### src/rtl/sat_de_pkg.sv
package sat_de_pkg;

  typedef enum logic [3:0] {
    ST_IDLE,
    ST_REFRESH,
    ST_ASSIGN,
    ST_WAIT,
    ST_ANALYZE,
    ST_EXECUTE,
    ST_PRECHARGE,
    ST_SAT,
    ST_UNSAT
  } de_state_e;

endpackage

### src/rtl/sat_de_ctrl.sv
module sat_de_ctrl
  import sat_de_pkg::*;
#(
  parameter int SETTLE = 2
) (
  input  logic      clk,
  input  logic      rst_n,
  input  logic      start,
  input  logic      new_impli,
  input  logic      conflict,
  input  logic      at_last,
  input  logic      pivot_ok,
  output de_state_e state,
  output logic      ev_refresh,
  output logic      ev_decide,
  output logic      ev_advance,
  output logic      ev_capture,
  output logic      ev_backjump
);

  localparam int QW = (SETTLE > 1) ? $clog2(SETTLE) : 1;
  localparam logic [QW-1:0] QLAST = QW'(SETTLE - 1);

  de_state_e state_q, state_d;
  logic [QW-1:0] quiet_q;
  logic wait_done;

  // quiet window: consecutive wait cycles with no fresh implication
  assign wait_done = (state_q == ST_WAIT) && !new_impli && (quiet_q == QLAST);

  always_ff @(posedge clk or negedge rst_n) begin
    if (!rst_n) begin
      quiet_q <= '0;
    end else if (state_q != ST_WAIT || new_impli) begin
      quiet_q <= '0;
    end else if (quiet_q != QLAST) begin
      quiet_q <= quiet_q + 1'b1;
    end
  end

  always_comb begin
    state_d = state_q;
    unique case (state_q)
      ST_IDLE:      if (start) state_d = ST_REFRESH;
      ST_REFRESH:   state_d = ST_ASSIGN;
      ST_ASSIGN:    state_d = ST_WAIT;
      ST_WAIT: begin
        if (wait_done) begin
          if (conflict)     state_d = ST_ANALYZE;
          else if (at_last) state_d = ST_SAT;
          else              state_d = ST_ASSIGN;
        end
      end
      ST_ANALYZE:   state_d = ST_EXECUTE;
      ST_EXECUTE:   state_d = pivot_ok ? ST_PRECHARGE : ST_UNSAT;
      ST_PRECHARGE: state_d = ST_ASSIGN;
      ST_SAT:       if (start) state_d = ST_REFRESH;
      ST_UNSAT:     if (start) state_d = ST_REFRESH;
      default:      state_d = ST_IDLE;
    endcase
  end

  always_ff @(posedge clk or negedge rst_n) begin
    if (!rst_n) state_q <= ST_IDLE;
    else        state_q <= state_d;
  end

  assign state       = state_q;
  assign ev_refresh  = (state_q == ST_REFRESH);
  assign ev_decide   = (state_q == ST_ASSIGN);
  assign ev_advance  = wait_done && !conflict && !at_last;
  assign ev_capture  = (state_q == ST_ANALYZE);
  assign ev_backjump = (state_q == ST_EXECUTE) && pivot_ok;

endmodule

### src/rtl/sat_de_stack.sv
module sat_de_stack #(
  parameter int NVARS = 8,
  parameter int LVLW  = 3
) (
  input  logic             clk,
  input  logic             rst_n,
  input  logic             ev_refresh,
  input  logic             ev_advance,
  input  logic             ev_capture,
  input  logic             ev_backjump,
  input  logic [LVLW-1:0]  bck_lvl,
  output logic [LVLW-1:0]  cur_lvl,
  output logic             cur_flip,
  output logic             at_last,
  output logic             pivot_ok,
  output logic [NVARS-1:0] drop_mask
);

  localparam logic [LVLW-1:0] LAST_LVL = LVLW'(NVARS - 1);

  logic [LVLW-1:0]  lvl_q;
  logic [LVLW-1:0]  tgt_q;
  logic [NVARS-1:0] flip_q;
  logic [LVLW:0]    pivot_res;
  logic [LVLW-1:0]  pivot_lvl;

  // highest level at or below tgt whose alternative is still untried
  function automatic logic [LVLW:0] find_pivot(input logic [NVARS-1:0] fl,
                                               input logic [LVLW-1:0]  tgt);
    logic [LVLW:0] r;
    r = '0;
    for (int i = 0; i < NVARS; i++) begin
      if (LVLW'(i) <= tgt && !fl[i]) r = {1'b1, LVLW'(i)};
    end
    return r;
  endfunction

  // variables whose level lies strictly above lvl
  function automatic logic [NVARS-1:0] above_mask(input logic [LVLW-1:0] lvl);
    logic [NVARS-1:0] m;
    for (int i = 0; i < NVARS; i++) m[i] = (LVLW'(i) > lvl);
    return m;
  endfunction

  assign pivot_res = find_pivot(flip_q, tgt_q);
  assign pivot_ok  = pivot_res[LVLW];
  assign pivot_lvl = pivot_res[LVLW-1:0];
  assign drop_mask = above_mask(pivot_lvl);

  always_ff @(posedge clk or negedge rst_n) begin
    if (!rst_n) begin
      lvl_q <= '0;
      tgt_q <= '0;
    end else if (ev_refresh) begin
      lvl_q <= '0;
      tgt_q <= '0;
    end else if (ev_advance) begin
      lvl_q <= lvl_q + 1'b1;
    end else if (ev_capture) begin
      tgt_q <= (bck_lvl < lvl_q) ? bck_lvl : lvl_q;
    end else if (ev_backjump) begin
      lvl_q <= pivot_lvl;
    end
  end

  for (genvar g = 0; g < NVARS; g++) begin : g_flip
    always_ff @(posedge clk or negedge rst_n) begin
      if (!rst_n)           flip_q[g] <= 1'b0;
      else if (ev_refresh)  flip_q[g] <= 1'b0;
      else if (ev_backjump) begin
        if (LVLW'(g) == pivot_lvl) flip_q[g] <= 1'b1;
        else if (drop_mask[g])     flip_q[g] <= 1'b0;
      end
    end
  end

  assign cur_lvl  = lvl_q;
  assign cur_flip = flip_q[lvl_q];
  assign at_last  = (lvl_q == LAST_LVL);

endmodule

### src/rtl/sat_de_assign.sv
module sat_de_assign #(
  parameter int NVARS = 8,
  parameter int LVLW  = 3
) (
  input  logic             clk,
  input  logic             rst_n,
  input  logic             ev_decide,
  input  logic [LVLW-1:0]  cur_lvl,
  input  logic             cur_flip,
  input  logic [NVARS-1:0] clr,
  output logic [NVARS-1:0] asg_vld,
  output logic [NVARS-1:0] asg_val
);

  for (genvar g = 0; g < NVARS; g++) begin : g_var
    logic hit;
    assign hit = ev_decide && (cur_lvl == LVLW'(g));
    always_ff @(posedge clk or negedge rst_n) begin
      if (!rst_n) begin
        asg_vld[g] <= 1'b0;
        asg_val[g] <= 1'b0;
      end else if (clr[g]) begin
        asg_vld[g] <= 1'b0;
        asg_val[g] <= 1'b0;
      end else if (hit) begin
        asg_vld[g] <= 1'b1;
        asg_val[g] <= cur_flip;
      end
    end
  end

endmodule

### src/rtl/sat_decision_engine.sv
module sat_decision_engine
  import sat_de_pkg::*;
#(
  parameter int NVARS  = 8,
  parameter int LVLW   = $clog2(NVARS),
  parameter int SETTLE = 2
) (
  input  logic             clk,
  input  logic             rst_n,
  input  logic             start,
  input  logic             new_impli,
  input  logic             conflict,
  input  logic [LVLW-1:0]  bck_lvl,
  output logic             busy,
  output logic             refresh,
  output logic             precharge,
  output logic             ident_cc,
  output logic [NVARS-1:0] clr,
  output logic [NVARS-1:0] asg_vld,
  output logic [NVARS-1:0] asg_val,
  output logic             sat,
  output logic             unsat
);

  de_state_e        fsm_state;
  logic             ev_refresh, ev_decide, ev_advance, ev_capture, ev_backjump;
  logic [LVLW-1:0]  cur_lvl;
  logic             cur_flip, at_last, pivot_ok;
  logic [NVARS-1:0] drop_mask;

  sat_de_ctrl #(.SETTLE(SETTLE)) ctrl_i (
    .clk         (clk),
    .rst_n       (rst_n),
    .start       (start),
    .new_impli   (new_impli),
    .conflict    (conflict),
    .at_last     (at_last),
    .pivot_ok    (pivot_ok),
    .state       (fsm_state),
    .ev_refresh  (ev_refresh),
    .ev_decide   (ev_decide),
    .ev_advance  (ev_advance),
    .ev_capture  (ev_capture),
    .ev_backjump (ev_backjump)
  );

  sat_de_stack #(.NVARS(NVARS), .LVLW(LVLW)) stack_i (
    .clk         (clk),
    .rst_n       (rst_n),
    .ev_refresh  (ev_refresh),
    .ev_advance  (ev_advance),
    .ev_capture  (ev_capture),
    .ev_backjump (ev_backjump),
    .bck_lvl     (bck_lvl),
    .cur_lvl     (cur_lvl),
    .cur_flip    (cur_flip),
    .at_last     (at_last),
    .pivot_ok    (pivot_ok),
    .drop_mask   (drop_mask)
  );

  // clear everything on refresh, only the dropped levels on a backjump
  assign clr = ev_refresh ? '1 : (ev_backjump ? drop_mask : '0);

  sat_de_assign #(.NVARS(NVARS), .LVLW(LVLW)) assign_i (
    .clk       (clk),
    .rst_n     (rst_n),
    .ev_decide (ev_decide),
    .cur_lvl   (cur_lvl),
    .cur_flip  (cur_flip),
    .clr       (clr),
    .asg_vld   (asg_vld),
    .asg_val   (asg_val)
  );

  assign refresh   = ev_refresh;
  assign precharge = (fsm_state == ST_PRECHARGE);
  assign ident_cc  = ev_capture;
  assign sat       = (fsm_state == ST_SAT);
  assign unsat     = (fsm_state == ST_UNSAT);
  assign busy      = !(fsm_state == ST_IDLE || sat || unsat);

endmodule

### config.mk
export PLATFORM = sky130hd
export DESIGN_NAME = sat_decision_engine
export DESIGN_NICKNAME = d
export VERILOG_FILES = /design/src/rtl/sat_de_pkg.sv /design/src/rtl/sat_de_ctrl.sv /design/src/rtl/sat_de_stack.sv /design/src/rtl/sat_de_assign.sv /design/src/rtl/sat_decision_engine.sv
export SDC_FILE = /design/constraint.sdc
export NUM_CORES = 1
export LEC_CHECK = 0
export CORE_MARGIN = 3
export CORE_UTILIZATION = 45
export CTS_BUF_LIST = sky130_fd_sc_hd__clkbuf_4 sky130_fd_sc_hd__clkbuf_8
export DETAILED_ROUTE_END_ITERATION = 10
export GPL_TIMING_DRIVEN = 0
export PLACE_DENSITY = 0.72
export SETUP_SLACK_MARGIN = 0.05
export SLEW_MARGIN = 30
export SYNTH_ARGS = -nofsm -noshare
export SYNTH_HDL_FRONTEND = slang
export SYNTH_SLANG_ARGS = --single-unit
### constraint.sdc
create_clock -name clk -period 2.3 [get_ports clk]
set_input_delay 0.575 -clock clk [delete_from_list [all_inputs] [get_ports clk]]
set_output_delay 0.575 -clock clk [all_outputs]
set_load 0.01 [all_outputs]
# [Yosys cells after proc, flatten, opt, wreduce, memory -nomap -nowiden]
# Cells that the tools add are included.
[classes] n_addsub=2 order_cmp=18 n_eq_ne=27 muxes=92 n_reduce_logical=71
[op_table] operator="two-way mux 1 bit" n=67
[op_table] operator="two-way mux 4 bit" n=12
[op_table] operator="two-way mux 3 bit" n=9
[op_table] operator="nonzero test 3 bit" n=9
[op_table] operator="one-hot mux 4 bit (6 select lines)" n=1
[op_table] operator="AND reduction 2 bit" n=11
[op_table] operator="logical AND 1 bit" n=21
[op_table] operator="nonzero test 2 bit" n=10
[op_table] operator="== test 4 x 3 -> 1 bit, second input constant" n=4
[op_table] operator="two-way mux 8 bit" n=2
[op_table] operator="== test 3 bit, first input constant" n=4
[op_table] operator="== test 3 bit, second input constant" n=4
[op_table] operator="> comparator 3 bit, first input constant" n=4
[op_table] operator="less-or-equal comparator 3 bit, first input constant" n=4
[op_table] operator="logical NOT 1 bit" n=12
[op_table] operator="== test 4 x 2 -> 1 bit, second input constant" n=2
[op_table] operator="== test 2 x 3 -> 1 bit, first input constant" n=2
[op_table] operator="== test 3 x 2 -> 1 bit, second input constant" n=2
[op_table] operator="> comparator 1 x 3 -> 1 bit, first input constant" n=2
[op_table] operator="> comparator 2 x 3 -> 1 bit, first input constant" n=2
[op_table] operator="less-or-equal comparator 1 x 3 -> 1 bit, first input constant" n=2
[op_table] operator="less-or-equal comparator 2 x 3 -> 1 bit, first input constant" n=2
[op_table] operator="logical NOT 3 bit" n=2
[op_table] operator="== test 4 x 1 -> 1 bit, second input constant" n=1
[op_table] operator="other kinds (16)" n=19
[word_totals] reg_bits=35 inputBits=8 output_inout_bits=30 wordCells=238

# [Longest topological paths before layout]
[logic_depth] ltp_word=15 ltp_mapped=9 ltp_nobuf=6

# [Modules after synthesis]
# Synthesis repeated with hierarchy kept, for this count alone.
[unflattened] cells_unflattened=244 area_unflattened_um2=2339.7
[by_module_without_submodules] mod="sat_de_stack" instances=1 cells_per_inst=119 area_each_um2=1081.0 seq_area_each_um2=350.3
[by_module_without_submodules] mod="sat_de_assign" instances=1 cells_per_inst=64 area_each_um2=726.9 seq_area_each_um2=400.4
[by_module_without_submodules] mod="sat_de_ctrl" instances=1 cells_per_inst=45 area_each_um2=422.9 seq_area_each_um2=125.1
[by_module_without_submodules] mod="sat_decision_engine" instances=1 cells_per_inst=16 area_each_um2=108.9 seq_area_each_um2=0.0

# [Worst setup path before layout]
# Ideal clock, no wire load.
[synth_timing] path_kind="flip-flop to output port" startpoint="register stack_i.tgt_q[0]" endpoint="output clr[5]" arrival_ns=1.832 t_required_ns=1.725 path_slack_ns=-0.107 stages_incl_launch_ff=7 n_path_buf=1 path_cell_list="dfrtp_1 -> buf_6 -> and4b_1 -> a311o_1 -> o32a_4 -> a211oi_4 -> nand2b_1"
[synth_via] elab_chain_len=13 word_cells_on_any_way=28 cone_classes="order compare (9); mux (10); reduce/logical (9)"
[synth_lines] element="from (decl)" line="sat_de_stack.sv:22" text="logic [LVLW-1:0] tgt_q;"
[synth_lines] element="from (signal assigned)" line="sat_de_stack.sv:60" text="tgt_q <= (bck_lvl < lvl_q) ? bck_lvl : lvl_q;"
[synth_lines] element="less-or-equal comparator 1 x 3 -> 1 bit" line="sat_de_stack.sv:33" text="if (LVLW'(i) <= tgt && !fl[i]) r = {1'b1, LVLW'(i)};"
[synth_lines] element="logical AND 1 bit" line="sat_de_stack.sv:33"
[synth_lines] element="two-way mux 4 bit (7 in series)" line="sat_de_stack.sv:33"
[synth_lines] element="two-way mux 4 bit *" line="sat_de_stack.sv:33"
[synth_lines] element="branches (longest 1 deep; another with > comparator 3 bit)"
[synth_lines] element="two-way mux 8 bit * (2 in series)" line="sat_decision_engine.sv:63" text="assign clr = ev_refresh ? '1 : (ev_backjump ? drop_mask : '0);"
[synth_lines] element="to (decl)" line="sat_decision_engine.sv:18" text="output logic [NVARS-1:0] clr,"
# Every way passes the cells marked *.

# [Worst setup path in the final report]
[layout_timing] startpoint="register stack_i.tgt_q[1]" endpoint="output clr[5]"
# The elaborated chain is that of the path after synthesis.

==> run metrics <==
status finished, violations left; failing checks setup timing; WS Path Type reg -> out; Remaining DRCs 0; layout cells sized above 1 0.3486; FF+latch count, synth 35; DR WL/cell about 19 um; worst setup margin -0.5737 ns; Syn Area/Cell between 9 and 10 sq um; number of placement rows 24; clock network power share 0.123; Critical Path Source Type flop; Critical Path Sink Type output port; DIE AREA 0.005745 sq mm; most used cell, CP buf_6; worst-skew pair later-pin latency approximately 0.31 ns; GRT Overall Usage 0.2606; Die Wd 75.80 um; count leader, synth dfrtp_1; Worst Tran Pin Value between 0.5 and 0.6 ns; Crit Path Max Fanout 6; vias per std cell 5.865; input/output buffers 37; Int Power 2.644 mW; top post-synthesis cells by area dfrtp_1 40%, a21oi_1 5.3%, ha_1 4.6%, nand2_1 4.5%, nor2_1 3.3%; Total Wirelength 7322 um; PnR Total Power between 4 and 5 mW; max-cap viol count 0; Switch Pwr approximately 2.1 mW; via count 2299; Final Hold Violating Endpoints 0; initial antenna violation count 0; Longest Clk Path Bufs 2; I/O pin count 38; synth-to-layout area growth 53.37%; antenna-violating nets left 0; Syn. warnings 0; Hold Buf Count CTS 0; RD Place Congestion roughly 0.85; Ant. Diodes 0; CP max stage cell dfrtp_1; Req. time, crit path 1.73 ns; RSZ-0062 raised after global routing yes; fill count around 330; largest net degree at the start of global routing 26; Inserted Clock Buffers 5; switching share of power 0.4417; Clock Sinks 35; initial DRC count 186; Fin Hold WS around 0.14 ns; first-pass GRT wire length about 11000 um; max-slew violations 0; Seq pwr share 0.207; min cycle time layout around 2.9 ns; vias in the first global route about 2.2k; core area between 0.004 and 0.005 sq mm; syn nets ~250; EDFF count, synth 0; Overflow after GRT 0; CTS tree yes; Synth area leader dfrtp_1; logic gate share of total power 0.670; final setup fails 7; Post-synth ARST share 1.000; Worst EP arrival 2.30 ns; Initial Util 0.4834; HP Class in -> async; Power Dens Cells 1409 mW/mm^2; Critical Path Max Stage Delay about 0.40 ns; Peak VDD IR slightly above 900 uV; dpl hpwl approximately 4000 um; P_leak about 1.5 nW; ys flop type dfrtp_1; die extent in y ~76 um; synth cell count leaders 35 x dfrtp_1, 26 x nand2_1, 23 x a21oi_1; register area share after synthesis 0.3995; Netlist cell types between 50 and 60; Max Fclk approximately 350 MHz; Critical Path, Cell by Cell buf_6 > nor4bb_1 > a311o_1 > o32a_4 > buf_12 > a211oi_4 > nand2b_4 > buf_6; Tcrit/Tclk final 1.249; Post-Syn Instances roughly 240; skew final ~0.015 ns; htree depth 2; first drt pass iteration count 4; Root Buffer clkbuf_8; clock-pin transition on the worst setup and hold timing paths approximately 0.080 ns; top cell type's share of synthesized area 0.3995; Rel. slew slack 0.5975; Mapped Area 0.002192 sq mm; NumNets Final 342
## sequential cells by signal, indices dropped and copies added, names as in the netlist
| register | cells |
|---|---|
| ctrl_i.state | 4 |
| stack_i.flip_q | 8 |
| stack_i.tgt_q | 3 |
| assign_i.asg_vld | 8 |
| stack_i.cur_lvl | 3 |
| ctrl_i.quiet_q | 1 |
| assign_i.asg_val | 8 |
## critical path: cells and delay by family (launching register included)
kind	cells	cell delay, ns
AO/OA/AOI/OAI	3	0.93
flip-flops	1	0.40
buffers and inverters	3	0.38
AND/OR/NAND/NOR	2	0.29
## layer usage
metal | GRT usage | vias up | wire (um)
li1 | - | 1037 | -
met1 | 0.3259 | 1142 | 3139
met2 | 0.4230 | 92 | 3502
met3 | 0.06464 | 28 | 415
met4 | 0.1184 | 0 | 265
met5 | 0 | - | 0
## logic make-up after synthesis
kind of cell | after synthesis | share of synthesized area
fa+ha+maj | 8 | 0.04566
flops | 35 | 0.3995
mux | 8 | 0.04852
buf+inv | 22 | 0.04794
compound gates | 71 | 0.2432
simple gates | 93 | 0.2152
## cell usage in the layout (no fill, tap or decap), types with 7 or more instances in the layout
cell             instances
nor3_1                   8
nand3_1                 10
nor2_1                  19
inv_1                    7
nand2_1                 24
a21oi_1                 21
dfrtp_1                 34
buf_6                   12
ha_1                     8
buf_4                   43
clkdlybuf4s50_1         22
o21ai_0                  7
## stage by stage
step | cells | worst slack (ns) | TNS, ns | cell area (sq um) | util
global route | 392 | -0.6232 | -3.455 | 3362 | 0.7414
floorplan | 237 | -0.03258 | -0.03258 | 2212 | -
global placement | 339 | -0.8201 | -11.08 | 2664 | 0.5875
detailed placement | 340 | -0.8425 | -5.471 | 2679 | 0.5908
finish | 392 | -0.5737 | -2.962 | 3362 | 0.7414
CTS | 384 | -0.6442 | -2.963 | 3254 | 0.7177
## power by group through the flow
stage	sequential, mW	combinational (mW)	clock [mW]
6_report	0.981	3.17	0.582
3_5_place_dp	0.960	2.11	0
3_3_place_gp	0.954	2.08	0
5_1_grt	1.01	3.38	0.605
2_1_floorplan	0.933	1.44	0
4_1_cts	0.952	2.84	0.581
## area by class of cell
cell class	count	area, sq um	area share
Tap cell	65	81.33	0.02419
Inverter	10	42.54	0.01265
Buffer	8	71.32	0.02121
Multi-Input combinational cell	180	1378	0.4098
Clock buffer	5	68.82	0.02047
Timing Repair Buffer	86	799.5	0.2378
Clock inverter	3	43.79	0.01303
Sequential cell	35	877.1	0.2609
## what timing repair did
item                                    4_1_cts  5_1_grt
gates resized for setup                      79       18
endpoints found under the hold margin         0        0
endpoints found under the setup margin       14       20
pin swaps                                    13        8
setup buffers                                37       11
## worst paths after layout
path / startpoint / endpoint / slack [ns] / cells after the start
min in group clk: assign_i.asg_vld[6] / assign_i.asg_vld[6] / 0.51 / 2
worst min-delay path: rst_n / ctrl_i.state[1] / 0.14 / 1
max in group asynchronous: rst_n / assign_i.asg_val[5] / 1.73 / 2
worst max-delay path: stack_i.tgt_q[1] / clr[5] / -0.57 / 8
worst max register to register: stack_i.tgt_q[0] / assign_i.asg_val[5] / 0.13 / 10
worst min register to register: assign_i.asg_vld[6] / assign_i.asg_vld[6] / 0.51 / 2
Power figures use the tool's default switching activity.
